`src/rtl/tdmfa_pkg.sv`:
```
`timescale 1ns/1ps
package tdmfa_pkg;

  typedef enum logic [1:0] {
    MODE_SNAP   = 2'd0,
    MODE_SLIDE  = 2'd1,
    MODE_MASTER = 2'd2
  } align_mode_e;

  typedef enum logic [1:0] {
    STEP_RUN  = 2'd0,
    STEP_HOLD = 2'd1,
    STEP_SKIP = 2'd2,
    STEP_SNAP = 2'd3
  } step_e;

  function automatic align_mode_e decode_mode(input logic [1:0] sel);
    case (sel)
      2'd0:    return MODE_SNAP;
      2'd1:    return MODE_SLIDE;
      default: return MODE_MASTER;
    endcase
  endfunction

endpackage

```
`src/rtl/tdmfa_timebase.sv`:
```
`timescale 1ns/1ps
module tdmfa_timebase
  import tdmfa_pkg::*;
#(
  parameter int BITS_PER_SLOT = 8,
  parameter int MAX_SLOTS     = 128,
  localparam int POS_W        = $clog2(BITS_PER_SLOT * MAX_SLOTS),
  localparam int LEN_W        = POS_W + 1
) (
  input  logic              clk,
  input  logic              rst_n,
  input  step_e             step_i,
  input  logic [1:0]        mode_sel_i,
  input  logic [1:0]        rate_sel_i,
  output logic [POS_W-1:0]  pos_o,
  output logic [LEN_W-1:0]  len_o,
  output align_mode_e       mode_o,
  output logic              boundary_o
);

  localparam logic [LEN_W-1:0] FULL_LEN = LEN_W'(BITS_PER_SLOT * MAX_SLOTS);

  logic [POS_W-1:0] pos_q, pos_d;
  logic [1:0]       rate_q;
  align_mode_e      mode_q;
  logic             cfg_en;
  logic [LEN_W-1:0] len, last, pos_x;

  // frame length from the active rate
  always_comb begin
    case (rate_q)
      2'd0:    len = FULL_LEN >> 2;
      2'd1:    len = FULL_LEN >> 1;
      default: len = FULL_LEN;
    endcase
  end

  assign pos_x      = {1'b0, pos_q};
  assign last       = len - LEN_W'(1);
  assign boundary_o = (pos_q == '0);
  assign cfg_en     = boundary_o;

  // next position
  always_comb begin
    case (step_i)
      STEP_HOLD: pos_d = pos_q;
      STEP_SNAP: pos_d = POS_W'(1);
      STEP_SKIP: begin
        if (pos_x == last)                      pos_d = POS_W'(1);
        else if (pos_x + LEN_W'(1) == last)     pos_d = '0;
        else                                    pos_d = POS_W'(pos_x + LEN_W'(2));
      end
      default:   pos_d = (pos_x == last) ? '0 : POS_W'(pos_x + LEN_W'(1));
    endcase
  end

  always_ff @(posedge clk or negedge rst_n) begin
    if (!rst_n) begin
      pos_q  <= '0;
      rate_q <= 2'd2;
      mode_q <= MODE_SNAP;
    end else begin
      pos_q <= pos_d;
      if (cfg_en) begin
        rate_q <= rate_sel_i;
        mode_q <= decode_mode(mode_sel_i);
      end
    end
  end

  assign pos_o  = pos_q;
  assign len_o  = len;
  assign mode_o = mode_q;


  pos_range_chk: assert property (@(posedge clk) disable iff (!rst_n)
    pos_x < len);

  wrap_chk: assert property (@(posedge clk) disable iff (!rst_n)
    (step_i == STEP_RUN && pos_x == last) |=> (pos_q == '0));

  snap_load_chk: assert property (@(posedge clk) disable iff (!rst_n)
    (step_i == STEP_SNAP) |=> (pos_q == POS_W'(1)));

  hold_chk: assert property (@(posedge clk) disable iff (!rst_n)
    (step_i == STEP_HOLD) |=> $stable(pos_q));

endmodule

```
`src/rtl/tdmfa_phase_ctl.sv`:
```
`timescale 1ns/1ps
module tdmfa_phase_ctl
  import tdmfa_pkg::*;
#(
  parameter int POS_W = 10,
  localparam int LEN_W = POS_W + 1
) (
  input  logic              frame_ref_i,
  input  logic              sync_lost_i,
  input  align_mode_e       mode_i,
  input  logic [POS_W-1:0]  pos_i,
  input  logic [LEN_W-1:0]  len_i,
  output step_e             step_o
);

  logic misplaced;

  assign misplaced = frame_ref_i && sync_lost_i && (pos_i != '0) &&
                     (mode_i != MODE_MASTER);

  always_comb begin
    step_o = STEP_RUN;
    if (misplaced) begin
      if (mode_i == MODE_SNAP)
        step_o = STEP_SNAP;
      else if ({1'b0, pos_i} < (len_i >> 1))
        step_o = STEP_HOLD;   // internal frame ahead: retard one clock
      else
        step_o = STEP_SKIP;   // internal frame behind: advance one clock
    end
  end

endmodule

```
`src/rtl/tdmfa_sync_mon.sv`:
```
`timescale 1ns/1ps
module tdmfa_sync_mon
  import tdmfa_pkg::*;
#(
  parameter int MISS_LIMIT = 2,
  parameter int LOCK_LIMIT = 4,
  localparam int MW = $clog2(MISS_LIMIT + 1),
  localparam int GW = $clog2(LOCK_LIMIT + 1)
) (
  input  logic        clk,
  input  logic        rst_n,
  input  logic        boundary_i,
  input  logic        frame_ref_i,
  input  step_e       step_i,
  input  align_mode_e mode_i,
  output logic        locked_o,
  output logic        sync_lost_o
);

  logic [MW-1:0] miss_q, miss_d;
  logic [GW-1:0] good_q, good_d;
  logic          lost_q, lost_d;
  logic          lock_q, lock_d;

  always_comb begin
    miss_d = miss_q;
    good_d = good_q;
    lost_d = lost_q;
    lock_d = lock_q;
    if (mode_i == MODE_MASTER) begin
      miss_d = '0;
      good_d = '0;
      lost_d = 1'b0;
      lock_d = 1'b0;
    end else if (boundary_i) begin
      if (frame_ref_i) begin
        miss_d = '0;
        lost_d = 1'b0;
        if (good_q != GW'(LOCK_LIMIT)) good_d = good_q + GW'(1);
        if (int'(good_q) + 1 >= LOCK_LIMIT) lock_d = 1'b1;
      end else begin
        good_d = '0;
        if (miss_q != MW'(MISS_LIMIT)) miss_d = miss_q + MW'(1);
        if (int'(miss_q) + 1 >= MISS_LIMIT) begin
          lost_d = 1'b1;
          lock_d = 1'b0;
        end
      end
    end else if (step_i == STEP_SNAP) begin
      miss_d = '0;
      good_d = '0;
      lost_d = 1'b0;
    end
  end

  always_ff @(posedge clk or negedge rst_n) begin
    if (!rst_n) begin
      miss_q <= '0;
      good_q <= '0;
      lost_q <= 1'b1;
      lock_q <= 1'b0;
    end else begin
      miss_q <= miss_d;
      good_q <= good_d;
      lost_q <= lost_d;
      lock_q <= lock_d;
    end
  end

  assign locked_o    = lock_q;
  assign sync_lost_o = lost_q;


  lock_drop_chk: assert property (@(posedge clk) disable iff (!rst_n)
    $rose(lost_q) |-> !lock_q);

  lost_at_boundary_chk: assert property (@(posedge clk) disable iff (!rst_n)
    $rose(lost_q) |-> $past(boundary_i && !frame_ref_i));

  master_quiet_chk: assert property (@(posedge clk) disable iff (!rst_n)
    (mode_i == MODE_MASTER && $past(mode_i) == MODE_MASTER) |-> (!lock_q && !lost_q));

endmodule

```
`src/rtl/tdm_frame_aligner.sv`:
```
`timescale 1ns/1ps
module tdm_frame_aligner
  import tdmfa_pkg::*;
#(
  parameter int BITS_PER_SLOT = 8,
  parameter int MAX_SLOTS     = 128,
  parameter int MISS_LIMIT    = 2,
  parameter int LOCK_LIMIT    = 4,
  localparam int BIT_W  = $clog2(BITS_PER_SLOT),
  localparam int SLOT_W = $clog2(MAX_SLOTS),
  localparam int POS_W  = BIT_W + SLOT_W,
  localparam int LEN_W  = POS_W + 1
) (
  input  logic              clk,
  input  logic              rst_n,
  input  logic              frame_ref,
  input  logic [1:0]        mode_sel,
  input  logic [1:0]        rate_sel,
  output logic [SLOT_W-1:0] slot_idx,
  output logic [BIT_W-1:0]  bit_idx,
  output logic              frame_pulse,
  output logic              locked,
  output logic              sync_lost
);

  logic [1:0]       rst_sync_q;
  logic             rst_int_n;
  logic [POS_W-1:0] pos;
  logic [LEN_W-1:0] len;
  align_mode_e      mode_act;
  logic             boundary;
  step_e            step;

  // asynchronous assert, synchronous release
  always_ff @(posedge clk or negedge rst_n) begin
    if (!rst_n) rst_sync_q <= '0;
    else        rst_sync_q <= {rst_sync_q[0], 1'b1};
  end
  assign rst_int_n = rst_sync_q[1];

  tdmfa_timebase #(
    .BITS_PER_SLOT (BITS_PER_SLOT),
    .MAX_SLOTS     (MAX_SLOTS)
  ) u_timebase (
    .clk        (clk),
    .rst_n      (rst_int_n),
    .step_i     (step),
    .mode_sel_i (mode_sel),
    .rate_sel_i (rate_sel),
    .pos_o      (pos),
    .len_o      (len),
    .mode_o     (mode_act),
    .boundary_o (boundary)
  );

  tdmfa_phase_ctl #(
    .POS_W (POS_W)
  ) u_phase_ctl (
    .frame_ref_i (frame_ref),
    .sync_lost_i (sync_lost),
    .mode_i      (mode_act),
    .pos_i       (pos),
    .len_i       (len),
    .step_o      (step)
  );

  tdmfa_sync_mon #(
    .MISS_LIMIT (MISS_LIMIT),
    .LOCK_LIMIT (LOCK_LIMIT)
  ) u_sync_mon (
    .clk         (clk),
    .rst_n       (rst_int_n),
    .boundary_i  (boundary),
    .frame_ref_i (frame_ref),
    .step_i      (step),
    .mode_i      (mode_act),
    .locked_o    (locked),
    .sync_lost_o (sync_lost)
  );

  assign slot_idx    = pos[POS_W-1:BIT_W];
  assign bit_idx     = pos[BIT_W-1:0];
  assign frame_pulse = boundary;

endmodule

```
`config.mk`:
```
export PLATFORM = sky130hd
export DESIGN_NAME = tdm_frame_aligner
export DESIGN_NICKNAME = d
export VERILOG_FILES = /design/src/rtl/tdmfa_pkg.sv /design/src/rtl/tdmfa_timebase.sv /design/src/rtl/tdmfa_phase_ctl.sv /design/src/rtl/tdmfa_sync_mon.sv /design/src/rtl/tdm_frame_aligner.sv
export SDC_FILE = /design/constraint.sdc
export NUM_CORES = 1
export LEC_CHECK = 0
export ABC_CLOCK_PERIOD_IN_PS = 6000
export BUFFER_PORTS_ARGS = -buffer_cell sky130_fd_sc_hd__buf_4
export CORE_MARGIN = 2
export CORE_UTILIZATION = 63
export CTS_CLUSTER_DIAMETER = 30
export DETAILED_ROUTE_END_ITERATION = 7
export GPL_TIMING_DRIVEN = 1
export MAX_ROUTING_LAYER = met4
export PLACE_DENSITY_LB_ADDON = 0.15
export SLEW_MARGIN = 20
export SYNTH_ARGS = -nofsm -noshare
export SYNTH_HDL_FRONTEND = slang
export SYNTH_SLANG_ARGS = --single-unit
```
`constraint.sdc`:
```
create_clock -name clk -period 6 [get_ports clk]
set_clock_uncertainty 0.2 [all_clocks]
set_input_delay 1.2 -clock clk [delete_from_list [all_inputs] [get_ports clk]]
set_output_delay 1.2 -clock clk [all_outputs]
set_load 0.1 [all_outputs]
```
== Word-level counts from Yosys, hierarchy flattened ==
Cells that the tools add are included.

* $lt $le $gt $ge: 3
* Reduce and logical (&&, ||, !) cells: 15
* Eq/ne operators: 15
* Mux-type cells: 29
* Add/subtract/negate cells: 7

{| class="wikitable"
|+ Operators by type and width
! operator !! count
|-
| $ge 32x3->1 const B || 1
|-
| $ge 32x4->1 const B || 1
|-
| $mux 10 || 3
|-
| $pmux 10 s3 || 1
|-
| $pmux 11 s2 || 1
|-
| $mux 2 || 8
|-
| $mux 3 || 5
|-
| $ne 4x2->1 const B || 3
|-
| $add 10x1->11 const B || 1
|-
| $eq 10x11->1 || 1
|-
| $eq 11x11->1 || 1
|-
| $sub 11x1->11 const B || 1
|-
| $add 10x2->10 const B || 1
|-
| $logic_not 10->1 || 1
|-
| $lt 10x10->1 || 1
|-
| $mux 1 || 10
|-
| $reduce_bool 10->1 || 1
|-
| $eq 2x1->1 const B || 3
|-
| $eq 2x2->1 const B || 3
|-
| $logic_not 2->1 || 3
|-
| $reduce_and 2->1 || 3
|-
| $reduce_bool 3->1 || 2
|-
| $add 3x1->4 const B || 1
|-
| $ne 2x2->1 const B || 2
|-
| other kinds (9) || 11
|}

* Output and inout port bits: 13
* Register bits: 23
* Word-level logic and storage cells: 77

== Longest topological paths before layout ==
Gate-level depths: netlist of run 1.

* Word-level depth: 10
* Depth in mapped cells: 11

== Cells and area by module ==
Synthesis of run 1 repeated with hierarchy kept, for this count alone.

* Cell total of the unflattened synthesis: 271
* Area, all modules: 2,240.9 µm²

{| class="wikitable"
|+ Modules (own cells, without submodules)
! module !! area an instance (µm²) !! instances !! cells each
|-
| tdmfa_timebase || 1,402.6 || 1 || 173
|-
| tdmfa_sync_mon || 465.4 || 1 || 49
|-
| tdmfa_phase_ctl || 319.1 || 1 || 46
|-
| tdm_frame_aligner || 53.8 || 1 || 3
|}

== Worst setup path after synthesis of run 1 ==
Ideal clock, no wire load.

* Kind: register -> output
* From: register u_timebase.pos_q[3], in the netlist u_timebase.pos_o[3]
* To: output port frame_pulse
* Data arrival time: 2.274 ns
* Path buffers: 2
* Required time: 4.600 ns
* Slack: 2.326 ns
* Cell stages (with the launch flop): 6
* Cell sequence: dfrtp_1 -> buf_2 -> nor4_1 -> nand3_1 -> inv_1 -> buf_2

* Word-level cells in the longest chain between the ends: 1

{| class="wikitable"
|+ RTL lines
! item !! RTL line !! RTL
|-
| start: declaration || tdmfa_timebase.sv:23 || <nowiki>logic [POS_W-1:0] pos_q, pos_d;</nowiki>
|-
| start signal: assignment || tdmfa_timebase.sv:63 || <nowiki>pos_q <= pos_d;</nowiki>
|-
| $logic_not 10->1 || tdmfa_timebase.sv:40 || <nowiki>assign boundary_o = (pos_q == '0);</nowiki>
|-
| end: declaration || tdm_frame_aligner.sv:21 || <nowiki>output logic frame_pulse,</nowiki>
|}

Every way passes these cells.

== Worst setup path after layout of run 1 ==
* From: register u_timebase.pos_q[0], in the netlist u_timebase.pos_o[0]
* To: output port frame_pulse

Same word-level chain as after synthesis.

==> results of run 1 <==
==> power by group through the flow <==
stage / registers, mW / clock network (mW) / logic (mW)
2_1_floorplan: 0.162 / 0 / 0.00287
3_3_place_gp: 0.163 / 0 / 0.00681
3_5_place_dp: 0.163 / 0 / 0.00739
4_1_cts: 0.160 / 0.0758 / 0.00748
5_1_grt: 0.161 / 0.0808 / 0.00848
6_report: 0.160 / 0.0740 / 0.00741
==> critical path, cell delays in order, from the launching register on <==
cell     delay (ns)
dfrtp_1        0.50
inv_1          0.16
ha_1           0.16
nor3b_1        0.24
nand3_1        0.32
inv_1          0.37
buf_4          0.36
==> area by class of cell <==
cell class | count | area, um2
multi-input cells | 166 | 1104
fillers | 237 | 807.0
flip-flops and latches | 23 | 578.1
repair buffers | 19 | 142.6
well taps | 31 | 38.79
inverters | 10 | 37.54
clock buffers | 4 | 26.28
==> state kept, by name (all words and copies together), names as in the netlist <==
signal	cells
u_sync_mon.sync_lost_o	1
u_timebase.rate_q	2
u_timebase.mode_o	2
u_sync_mon.miss_q	2
u_sync_mon.locked_o	1
rst_sync_q	2
u_sync_mon.good_q	3
u_timebase.pos_o	10
==> cells in the final DEF, fill, tap and decap left out, drive strengths merged, types with 4 or more instances in the layout <==
master and n:
inv 10, o21ai 16, nand3 11, a21oi 12, xor2 4, buf 19
ha 11, and3 5, nor4 4, dfrtp 21, nand2 26, nor3 6
a31oi 4, a221oi 7, nor2 11, clkbuf 4
==> metal layers <==
| metal | share of wire | vias up | GRT usage |
|---|---|---|---|
| met4 | 0.019 | 0 | 0.1262 |
| met3 | 0.036 | 12 | 0.03628 |
| met1 | 0.44 | 812 | 0.3558 |
| met2 | 0.51 | 51 | 0.4756 |
| li1 | - | 801 | - |
| met5 | 0 | - | - |
==> per-stage QoR <==
stage               instances  hold WS [ns]  utilization
detailed placement        249        0.1425       0.6952
CTS                       253        0.1799       0.7048
global placement          249        0.1421       0.6952
finish                    253        0.1753       0.7048
global route              253        0.1844       0.7048
floorplan                 212       0.06535            -
==> cell families after synthesis <==
family,Yosys count
simple gates,82
fa+ha+maj,11
xor+xnor,6
buf+inv,23
mux,2
other cells,1
flops,23
compound gates,64
==> path summary, 6_finish.rpt <==
kind / slack (ns) / cells after the start / start / endpoint
worst min-delay path: 0.18 / 0 / rst_sync_q[1]$_DFF_PN0_ / u_timebase.pos_o[2]$_DFFE_PN0P_
worst max register to register: 2.74 / 9 / u_timebase.rate_q[1]$_DFFE_PN1N_ / u_timebase.pos_o[7]$_DFFE_PN0P_
min in group clk: 0.18 / 0 / rst_sync_q[0]$_DFF_PN0_ / rst_sync_q[1]$_DFF_PN0_
worst max-delay path: 2.19 / 6 / u_timebase.pos_o[0]$_DFFE_PN0P_ / frame_pulse
max in group asynchronous: 4.86 / 0 / rst_sync_q[1]$_DFF_PN0_ / u_timebase.mode_o[0]$_DFFE_PN0N_
worst min register to register: 0.18 / 0 / rst_sync_q[1]$_DFF_PN0_ / u_timebase.pos_o[2]$_DFFE_PN0P_
==> flow_metrics.py, run 1 <==
metrics = {
    "clocking": {
        "clk_path_buf_depth": 2,
        "cts.htree.levels": 1,
        "tritoncts.num_buffers": 3,
        "path_clk_slew_ns": 0.13,
        "cts_resized": 0,
        "clockRootBuffer": "clkbuf_4",
        "cts_tree": "done",
        "worstSkewPairLatency_ns": 0.31,
        "cts_setup_buffers": 0,
        "ctsHoldBuffers": 0,
        "clock-sinks": 23,
    },
    "global_route": {
        "antenna_found_initial": 0,
        "grtUsageTotal": 0.2891,
        "gr-total-overflow": 0,
        "grt_max_degree": 22,
        "grt_pass1_vias": 1617,
        "grt_pass1_wl_um": 7231,
    },
    "drt": {
        "antenna_left": 0,
        "vias": 1676,
        "drc": 0,
        "firstDrtPassIters": 4,
        "first_iter_violations": 118,
        "wirelength_um": 4277,
        "viasPerCell": 6.625,
        "wl_per_cell_um": 16.91,
    },
    "placement": {
        "postPlaceCellArea_um2": 1901,
        "dp_hpwl_um": 3128,
        "dp_slack_ns": 2.603,
        "gp_congestion": 0.8712,
        "io_buffers": 19,
    },
    "yosys": {
        "async_flop_share": 1.000,
        "synth_top_family_by_area": "compound AO/OA/AOI/OAI gates",
        "synth_edf_count": 0,
        "synth_area_leaders": "dfrtp_1 (29%), ha_1 (7.7%), nand2_1 (5.4%)",
        "synthesis.nets": 230,
        "seq_area_frac_synth": 0.3224,
        "postSynthCellCount": 212,
        "ys_warn_count": 0,
        "synth_mux_area_frac": 0.01186,
        "yosys-top-cells-count": "nand2_1 (26), dfrtp_1 (21), o21ai_0 (16), a21oi_1 (12)",
        "syn_area_um2": 1793,
        "synth_fa_ha_area_frac": 0.07676,
        "yosysTopAreaCell": "dfrtp_1",
        "synthFlopType": "dfrtp_1",
        "synth_compound_area_frac": 0.2554,
        "yosys.area_share.simple": 0.2401,
        "yosys_register_bits": 23,
        "yosysMostFrequentCell": "nand2_1",
        "syn-mean-instance-area_um2": 8.457,
        "yosysUniqueCellTypes": 58,
        "synth_top_area_frac": 0.2931,
        "synth_xor_area_frac": 0.02931,
    },
    "pwr": {
        "finalPower_mw": 0.2412,
        "power_frac_seq": 0.663,
        "sw_frac_of_total": 0.2272,
        "power_density_nw_per_um2": 125.2,
        "peakVddDrop_mv": 0.09717,
        "p_clk_frac": 0.307,
        "cellLeakagePower_nw": 0.8382,
        "p_sw_mw": 0.05480,
        "share_comb_of_total_power": 0.031,
        "p_int_mw": 0.1864,
    },
    "cells_and_area": {
        "antenna_cells": 0,
        "syn_to_final_growth_pct": 7.467,
        "fin_nets": 241,
        "layout-drive-gt1-share": 0.1712,
        "final_cell_area_um2": 1927,
    },
    "floorplanning": {
        "coreArea_um2": 2734,
        "die_w_um": 57.35,
        "io_pins": 20,
        "die_area_um2": 3288,
        "die_y_um": 57.35,
        "placementRows": 19,
        "start_util": 0.6558,
    },
    "timing": {
        "rsz0062_at_grt": "no",
        "timing.final.crit_share": 0.6345,
        "finalSetupViolCount": 0,
        "hold_viol_final": 0,
        "setup_ws_ns": 2.193,
        "clock.fmax_ghz": 0.2627,
        "tns_ns": 0,
        "tightest_slew_ns": 0.9010,
        "final_max_slew_viol_count": 0,
        "fin_crit_ns": 3.807,
        "maxSlewHeadroom": 0.3994,
    },
    "hold_path": {
        "hp-class": "reg2async",
    },
    "outcome": {
        "status": "finished, final reports clean",
    },
    "critical_path": {
        "crit_required_ns": 4.60,
        "crit_type": "reg2out",
        "critPathLaunchType": "flip-flop",
        "cp_data_arrival_time_ns": 2.41,
        "worstSetupEndpointType": "primary output",
        "path_max_fanout": 11,
    },
    "run": {
        "cap_violations": 0,
    },
}
Note: power is estimated with default switching activity, not from simulation.
==> run 2: changes to the inputs <==
--- a/config.mk
+++ b/config.mk
@@ -5,10 +5,11 @@
 export SDC_FILE = /design/constraint.sdc
 export NUM_CORES = 1
 export LEC_CHECK = 0
-export ABC_CLOCK_PERIOD_IN_PS = 6000
+export ABC_AREA = 1
+export ABC_CLOCK_PERIOD_IN_PS = 3920
 export BUFFER_PORTS_ARGS = -buffer_cell sky130_fd_sc_hd__buf_4
 export CORE_MARGIN = 2
-export CORE_UTILIZATION = 63
+export CORE_UTILIZATION = 59
 export CTS_CLUSTER_DIAMETER = 30
 export DETAILED_ROUTE_END_ITERATION = 7
 export GPL_TIMING_DRIVEN = 1
==> constraint.sdc (replaced) <==
create_clock -name clk -period 3.92 [get_ports clk]
set_clock_uncertainty 0.2 [all_clocks]
set_input_delay 0.784 -clock clk [delete_from_list [all_inputs] [get_ports clk]]
set_output_delay 0.784 -clock clk [all_outputs]
set_load 0.1 [all_outputs]
==> flow_metrics.py, run 2 <==
metrics = {
    "yosys": {
        "synth_area_leaders": "dfrtp_1 (27%), nand2_1 (11%), nor2_1 (9.0%)",
        "seq_area_frac_synth": 0.2941,
        "syn-mean-instance-area_um2": 6.873,
        "synth_top_area_frac": 0.2673,
        "async_flop_share": 1.000,
        "ys_warn_count": 0,
        "yosysUniqueCellTypes": 34,
        "synthFlopType": "dfrtp_1",
        "postSynthCellCount": 286,
        "syn_area_um2": 1966,
        "yosys_register_bits": 23,
        "synth_edf_count": 0,
        "yosys-top-cells-count": "nand2_1 (60), nor2_1 (47), inv_1 (31), nand3_1 (27), dfrtp_1 (21)",
        "yosysTopAreaCell": "dfrtp_1",
        "synthesis.nets": 304,
        "yosysMostFrequentCell": "nand2_1",
    },
    "global_route": {
        "grtUsageTotal": 0.2764,
        "antenna_found_initial": 0,
        "grt_max_degree": 22,
        "grt_pass1_vias": 1723,
        "gr-total-overflow": 0,
        "grt_pass1_wl_um": 7534,
    },
    "critical_path": {
        "critical-path-top-delay-family": "buffers and inverters",
        "cpPeakStageDelay_ns": 0.52,
        "worstSetupEndpointType": "primary output",
        "cp_slowest_cell": "dfrtp_1",
        "regToRegStartpoint": "u_timebase.rate_q[1]$_DFFE_PN1N_",
        "path_max_fanout": 9,
        "critPathLaunchType": "flip-flop",
        "path_depth": 7,
        "critPathLaunch": "u_timebase.pos_o[0]$_DFFE_PN0P_",
        "cp_data_arrival_time_ns": 2.11,
        "cp_cell_sequence": "inv_1, ha_1, nand2_2, nor3_4, nand3_2, inv_1, buf_4",
        "critPathBufInv": 3,
        "r2r_setup_slack_ns": 1.46,
        "crit_type": "reg2out",
        "reg2reg_depth": 8,
        "crit_required_ns": 2.94,
        "cp_common_cell": "inv_1",
    },
    "cells_and_area": {
        "syn_to_final_growth_pct": 9.357,
        "layout-drive-gt1-share": 0.1743,
        "final_common_cell": "nand2_1",
        "antenna_cells": 0,
        "fin_nets": 323,
        "nFillCells": 297,
        "regArea_um2": 578.1,
        "final_cell_mix": "nand2_1 (60), nor2_1 (47), inv_1 (31)",
        "multi_input_area_um2": 1200,
        "largest_reg_flops": 10,
    },
    "clocking": {
        "worstSkewPairLatency_ns": 0.33,
        "cts.htree.levels": 1,
        "tritoncts.num_buffers": 3,
        "clockRootBuffer": "clkbuf_4",
        "cts_setup_buffers": 0,
        "cts_resized": 0,
        "cts_tree": "done",
        "clock-sinks": 23,
        "path_clk_slew_ns": 0.14,
        "clk_path_buf_depth": 2,
    },
    "timing": {
        "fin_crit_ns": 3.096,
        "clock.fmax_ghz": 0.3229,
        "tns_ns": 0,
        "rsz0062_at_grt": "no",
        "maxSlewHeadroom": 0.4061,
        "tightest_slew_ns": 0.8909,
        "finalSetupViolCount": 0,
        "timing.final.crit_share": 0.7899,
        "hold_viol_final": 0,
        "final_max_slew_viol_count": 0,
    },
    "pwr": {
        "finalPower_mw": 1.805,
        "cellLeakagePower_nw": 1.068,
        "power_density_nw_per_um2": 839.8,
        "peakVddDrop_mv": 0.7033,
    },
    "placement": {
        "gp_congestion": 0.9551,
        "dp_hpwl_um": 3383,
        "io_buffers": 19,
    },
    "drt": {
        "wl_per_cell_um": 12.85,
        "drc": 0,
        "first_iter_violations": 83,
        "firstDrtPassIters": 4,
        "wirelength_um": 4471,
        "viasPerCell": 5.371,
        "antenna_left": 0,
        "vias": 1869,
    },
    "floorplanning": {
        "die_w_um": 61.72,
        "die_y_um": 61.72,
        "placementRows": 20,
        "io_pins": 20,
        "die_area_um2": 3809,
        "coreArea_um2": 3103,
        "start_util": 0.6335,
    },
    "hold_path": {
        "hp-class": "reg2async",
    },
    "outcome": {
        "status": "finished, final reports clean",
    },
    "run": {
        "cap_violations": 0,
    },
}
==> run 2: cell types whose count changed after synthesis, sizes merged, moves of 5 or more <==
cell	delta
and3	-5
nand3	+17
nor2	+42
nand4	+5
inv	+25
nand2	+45
a221oi	-7
buf	-5
==> run 2: path summary, 6_finish.rpt <==
kind / to
max in group asynchronous: u_sync_mon.locked_o$_DFFE_PN0P_
min in group clk: rst_sync_q[1]$_DFF_PN0_
worst min register to register: u_timebase.pos_o[9]$_DFFE_PN0P_
worst max register to register: u_timebase.pos_o[1]$_DFFE_PN0P_
worst max-delay path: frame_pulse
worst min-delay path: u_timebase.pos_o[9]$_DFFE_PN0P_
==> run 2: report_power, final <==
group | total [mW] | internal (mW) | switching [mW] | leakage (nW)
registers | 0.491 | 0.320 | 0.171 | 0.273
logic | 1.20 | 0.326 | 0.871 | 0.778
clock network | 0.117 | 0.0383 | 0.0790 | 0.0177
total | 1.81 | 0.684 | 1.12 | 1.07
==> run 2: area by class of cell <==
| class | instances | share of cell area |
|---|---|---|
| repair buffers | 20 | 0.07101 |
| well taps | 44 | 0.02561 |
| flip-flops and latches | 23 | 0.2689 |
| inverters | 35 | 0.06345 |
| clock buffers | 3 | 0.01048 |
| clock inverters | 1 | 0.002328 |
| multi-input cells | 222 | 0.5582 |
==> run 2: what timing repair did <==
action / CTS / global route
setup endpoints to repair: 0 / 0
hold buffers: 0 / 1
hold endpoints to repair: 0 / 2
==> run 2: metrics by stage <==
step / hold slack (ns) / setup slack [ns] / cells / cell area (um2) / utilization
after floorplan: 0.06535 / 0.6759 / 286 / 1966 / -
after global placement: 0.1382 / 1.278 / 343 / 2112 / 0.6806
after detailed placement: 0.1386 / 1.222 / 343 / 2112 / 0.6806
after CTS: 0.006123 / 0.8344 / 347 / 2140 / 0.6895
after global routing: 0.1788 / 0.6753 / 348 / 2150 / 0.6927
final: 0.1644 / 0.8235 / 348 / 2150 / 0.6927
==> run 2: kinds of logic after synthesis <==
group	after synthesis	share of synthesized area
simple gates	169	0.4048
buf+inv	41	0.09548
compound gates	30	0.08466
flops	23	0.2941
xor+xnor	11	0.04902
fa+ha+maj	11	0.07002
other cells	1	0.001908
==> run 2: per-layer routing <==
metal,up-vias,share of wire,GRT usage,wire length [um]
met3,7,0.048,0.02692,213
met5,-,0,-,0
met1,858,0.47,0.3687,2117
met4,0,0.016,0.08207,72
met2,57,0.46,0.4466,2068
li1,947,-,-,-
